<file path="config.mk">
export PLATFORM = sky130hd
export DESIGN_NAME = dot4_mac
export DESIGN_NICKNAME = d
export VERILOG_FILES = /design/src/rtl/dot4_mac.sv
export SDC_FILE = /design/constraint.sdc
export NUM_CORES = 2
export LEC_CHECK = 0
export BUFFER_PORTS_ARGS = -buffer_cell sky130_fd_sc_hd__buf_2
export CAP_MARGIN = 5
export CELL_PAD_IN_SITES_DETAIL_PLACEMENT = 1
export CELL_PAD_IN_SITES_GLOBAL_PLACEMENT = 2
export CORE_ASPECT_RATIO = 0.9
export CORE_MARGIN = 2
export CORE_UTILIZATION = 33
export DETAILED_ROUTE_END_ITERATION = 12
export PLACE_DENSITY_LB_ADDON = 0.1
export SETUP_SLACK_MARGIN = 0.1
export SLEW_MARGIN = 30
export SYNTH_ARGS = -nofsm -noshare
export SYNTH_HDL_FRONTEND = slang
export SYNTH_SLANG_ARGS = --single-unit
</file>
<file path="constraint.sdc">
create_clock -name clk -period 7.6 [get_ports clk]
set_clock_uncertainty 0.05 [all_clocks]
set_input_delay 0.76 -clock clk [delete_from_list [all_inputs] [get_ports clk]]
set_output_delay 0.76 -clock clk [all_outputs]
set_load 0.02 [all_outputs]
</file>
<file path="src/rtl/dot4_mac.sv">
module dot4_mac #(
  parameter int LW     = 16,
  parameter int OW     = 32,
  parameter bit SHARED = 1'b0
) (
  input  logic              clk,
  input  logic              rst_n,
  input  logic              in_valid,
  input  logic [4*LW-1:0]   op_a,
  input  logic [4*LW-1:0]   op_b,
  output logic              busy,
  output logic              out_valid,
  output logic [OW-1:0]     result
);
  localparam int LANES = 4;
  localparam int PW    = 2 * LW;
  localparam int CW    = $clog2(LANES);

  function automatic logic signed [OW-1:0] smul(input logic [LW-1:0] x, input logic [LW-1:0] y);
    logic signed [PW-1:0] p;
    p = $signed(x) * $signed(y);
    return OW'(p);
  endfunction

  logic          busy_w, ov_w;
  logic [OW-1:0] res_w;

  generate
    if (!SHARED) begin : g_par
      logic signed [OW-1:0] prod_q [LANES];
      logic signed [OW-1:0] pair_q [2];
      logic [2:0]           vld_q;
      logic [OW-1:0]        sum_q;

      always_ff @(posedge clk) begin
        if (in_valid)
          for (int k = 0; k < LANES; k++)
            prod_q[k] <= smul(op_a[k*LW +: LW], op_b[k*LW +: LW]);
        if (vld_q[0]) begin
          pair_q[0] <= prod_q[0] + prod_q[1];
          pair_q[1] <= prod_q[2] + prod_q[3];
        end
      end

      always_ff @(posedge clk) begin
        if (!rst_n) begin
          vld_q <= '0;
          sum_q <= '0;
        end else begin
          vld_q <= {vld_q[1:0], in_valid};
          if (vld_q[1]) sum_q <= pair_q[0] + pair_q[1];
        end
      end

      assign busy_w = 1'b0;
      assign ov_w   = vld_q[2];
      assign res_w  = sum_q;

      assert_lat3_R5: assert property (@(posedge clk) disable iff (!rst_n)
        in_valid |-> ##3 out_valid);
    end else begin : g_shr
      logic [4*LW-1:0]      ha_q, hb_q;
      logic [CW-1:0]        cnt_q;
      logic                 run_q, ov_q;
      logic signed [OW-1:0] acc_q;
      logic [OW-1:0]        sum_q;
      logic [4*LW-1:0]      va, vb;
      logic signed [OW-1:0] prod;

      assign va   = run_q ? ha_q : op_a;
      assign vb   = run_q ? hb_q : op_b;
      assign prod = smul(va[cnt_q*LW +: LW], vb[cnt_q*LW +: LW]);

      always_ff @(posedge clk) begin
        if (!rst_n) begin
          run_q <= 1'b0;
          cnt_q <= '0;
          acc_q <= '0;
          sum_q <= '0;
          ov_q  <= 1'b0;
          ha_q  <= '0;
          hb_q  <= '0;
        end else begin
          ov_q <= 1'b0;
          if (!run_q && in_valid) begin
            ha_q  <= op_a;
            hb_q  <= op_b;
            acc_q <= prod;
            cnt_q <= CW'(1);
            run_q <= 1'b1;
          end else if (run_q) begin
            acc_q <= acc_q + prod;
            cnt_q <= cnt_q + CW'(1);
            if (cnt_q == CW'(LANES - 1)) begin
              run_q <= 1'b0;
              cnt_q <= '0;
              sum_q <= acc_q + prod;
              ov_q  <= 1'b1;
            end
          end
        end
      end

      assign busy_w = run_q;
      assign ov_w   = ov_q;
      assign res_w  = sum_q;

      assert_lat4_R7: assert property (@(posedge clk) disable iff (!rst_n)
        (in_valid && !busy) |-> ##4 out_valid);
      assert_busy_hold_R8: assert property (@(posedge clk) disable iff (!rst_n)
        (in_valid && !busy) |=> busy);
      assert_busy_excl_R10: assert property (@(posedge clk) disable iff (!rst_n)
        !(busy && out_valid));
      assert_single_pulse_R8: assert property (@(posedge clk) disable iff (!rst_n)
        out_valid |=> !out_valid);
    end
  endgenerate

  assign busy      = busy_w;
  assign out_valid = ov_w;
  assign result    = res_w;

  assert_hold_R9: assert property (@(posedge clk) disable iff (!rst_n)
    !out_valid |-> $stable(result));
endmodule

</file>
==> results.md <==
- Top FF cell, synth: edfxtp_1
- Slew headroom: 37.1%
- RSZ-0062 raised after global routing: no
- Die Ht: 377 um
- Setup TNS: 0 ns
- Number of global-route vias before repair: 40100
- Flops & latches, synth: 227
- Detailed Route WL: 141000 um
- Post-synth top cells: inv_1, fa_1, nand2_1
- Main combinational cell family by area after synthesis: adder cells
- Met2 wire len: 75300 um
- Post-Place Cell Area: 53900 um^2
- Slew Viols, Final: 0
- Design Area, Final: 54700 um^2
- Critical path class: primary input to register
- Hold_ws: 0.448 ns
- Outcome: completed
- Routability Congestion: 0.784
- Period Utilization, post-route: 87.2%
- Drt drc: 0
- Antenna diodes: 0
- Row count: 136
- CP required: 7.88 ns
- Highest Signal Layer: met4
- Horiz. Die Dim: 418 um
- Synth Area in Compound Gates: 7.57%
- Post-layout min period: 6.63 ns
- Drt first pass iters: 4
- Area share of fa/ha/maj cells after synthesis: 51.6%
- DRT antenna net count: 0
- Initial Util: 33.3%
- Number of buffers created by CTS: 24
- Met3 WL: 1630 um
- CTS Sinks: 227
- Synth Warn #: 0
- Max-Cap Viols: 0
- # port buffers: 163
- Post-DP HPWL: 119000 um
- Detailed router's first-iteration violation count: 1312
- Ys async rst share: 0%
- Syn_nets: 6877
- Nets: 6944
- Synth Area in XOR/XNOR: 3.63%
- F_max: 0.151 GHz
- Sequential-to-total area share from yosys stat: 12.7%
- Area leader, netlist: fa_1
- Post_cts resized: 0
- Fin. Hold Viols: 0
- Largest net degree at the start of global routing: 67
- Synth top area cells: fa_1, edfxtp_1, ha_1, inv_1, and2_1
- Syn-to-layout area delta: 7.40%
- Final Setup Violations: 0
- Crit Path Max Fanout: 16
- Initial antenna violation count: 3
- Critical path capture point type: register
- HP Class: register to register
- Vias per cell: 4.74
- Number of flops mapped to enable cells by yosys: 192
- Layout cells sized above 1: 5.09%
- Post-Synthesis Cells: 5274
- Final global-route overflow total: 0
- Max Buffers Root-to-Sink: 3
- Die area: 158000 um^2
- Critical path launch point type: primary input
- Vias post-DR: 34900
- GRT Util Overall: 18.5%
- First-pass GRT wire length: 228000 um
- WL/cell: 19.1 um
- Yosys top cell area share: 41.3%
- Synth Area in Simple Gates: 14.2%
- Syn_area_per_cell: 9.66 um^2
- Synth cell types: 83
- Setup repair bufs after CTS: 0
- CTS tree: built
- Crit path arrival time: 6.90 ns
- Core area: 153000 um^2
- Worst slew pin tran: 0.943 ns
- I/O Pins: 165
- Post-synthesis mux area share: 0.373%
- Clk Latency, worst-skew pair: 0.56 ns
- Root Buffer: clkbuf_16
- Hold_buf cts: 0
- Mapped Area: 51000 um^2
- Count leader, synth: inv_1
- Reg clk slew, reported paths: 0.09 ns
- Total number of H-tree levels: 1
- Routed met1 length: 61700 um
==> path summary, 6_finish.rpt <==
| check | from | endpoint | slack (ns) | cells after the start |
|---|---|---|---|---|
| max | op_b[33] | g_par.prod_q[2][31]$_DFFE_PP_ | 0.97 | 19 |
| min | result[20]$_SDFFE_PN0P_ | result[20]$_SDFFE_PN0P_ | 0.45 | 2 |
| max reg2reg | g_par.prod_q[2][0]$_DFFE_PP_ | g_par.pair_q[0][52]$_DFFE_PP_ | 3.82 | 11 |
| min reg2reg | result[20]$_SDFFE_PN0P_ | result[20]$_SDFFE_PN0P_ | 0.45 | 2 |
==> per-stage QoR <==
step / std cells / util [%] / setup WS (ns)
floorplan: 5274 / - / 0.886
global placement: 7316 / 35.3 / 0.452
detailed placement: 7316 / 35.3 / 0.385
CTS: 7360 / 35.8 / 0.919
global route: 7360 / 35.8 / 0.594
finish: 7360 / 35.8 / 0.975
==> area by class of cell <==
class	count	area (um^2)
Timing Repair Buffer	190	1030
Fill cell	17400	98200
Sequential cell	227	6470
Multi-Input combinational cell	3704	39500
Clock inverter	16	156
Clock buffer	28	647
Tap cell	2001	2500
Inverter	1194	4480
==> layout by cell type (no fill, tap or decap), types with 75 or more instances in the layout <==
cell type | Yosys | layout
nand2_1 | 550 | 550
inv_1 | 1194 | 1194
a21o_1 | 96 | 96
ha_1 | 421 | 421
a21oi_1 | 159 | 159
fa_1 | 1051 | 1051
buf_2 | 0 | 162
o21ai_0 | 75 | 75
nor2_1 | 131 | 131
edfxtp_1 | 192 | 192
and2_1 | 514 | 514
xnor2_1 | 150 | 150
==> logic make-up after synthesis <==
kind of cell             count (synthesis)
adder cells (fa/ha/maj)               1472
flip-flops                             227
multiplexers                            19
AO/OA/AOI/OAI                          561
other                                    1
AND/OR/NAND/NOR                       1440
XOR/XNOR                               211
buffers and inverters                 1343
==> worst max-delay path: stages <==
cell	delay (ns)
buf_2	0.32
nand2_1	0.17
inv_1	0.15
fa_1	0.56
fa_1	0.91
fa_1	0.53
fa_1	0.50
fa_1	0.49
inv_1	0.05
fa_1	0.48
inv_1	0.04
ha_1	0.36
and2_1	0.26
nand2_1	0.10
a211o_1	0.27
a31oi_1	0.32
o31ai_2	0.11
mux2i_1	0.12
a2111oi_0	0.39
==> routing by layer <==
layer | up-vias | global-route usage (%)
li1 | 16300 | -
met1 | 18300 | 23.9
met2 | 217 | 34.8
met3 | 87 | 0.975
met4 | 0 | 2.37
met5 | - | 0
==> state kept, by name (all words and copies together), names as in the netlist <==
name / flops
g_par.vld_q: 3
result: 32
g_par.pair_q: 64
g_par.prod_q: 128
Power is not shown: default switching activity piles up to over one toggle a cycle in this logic, so the estimate is an artifact.
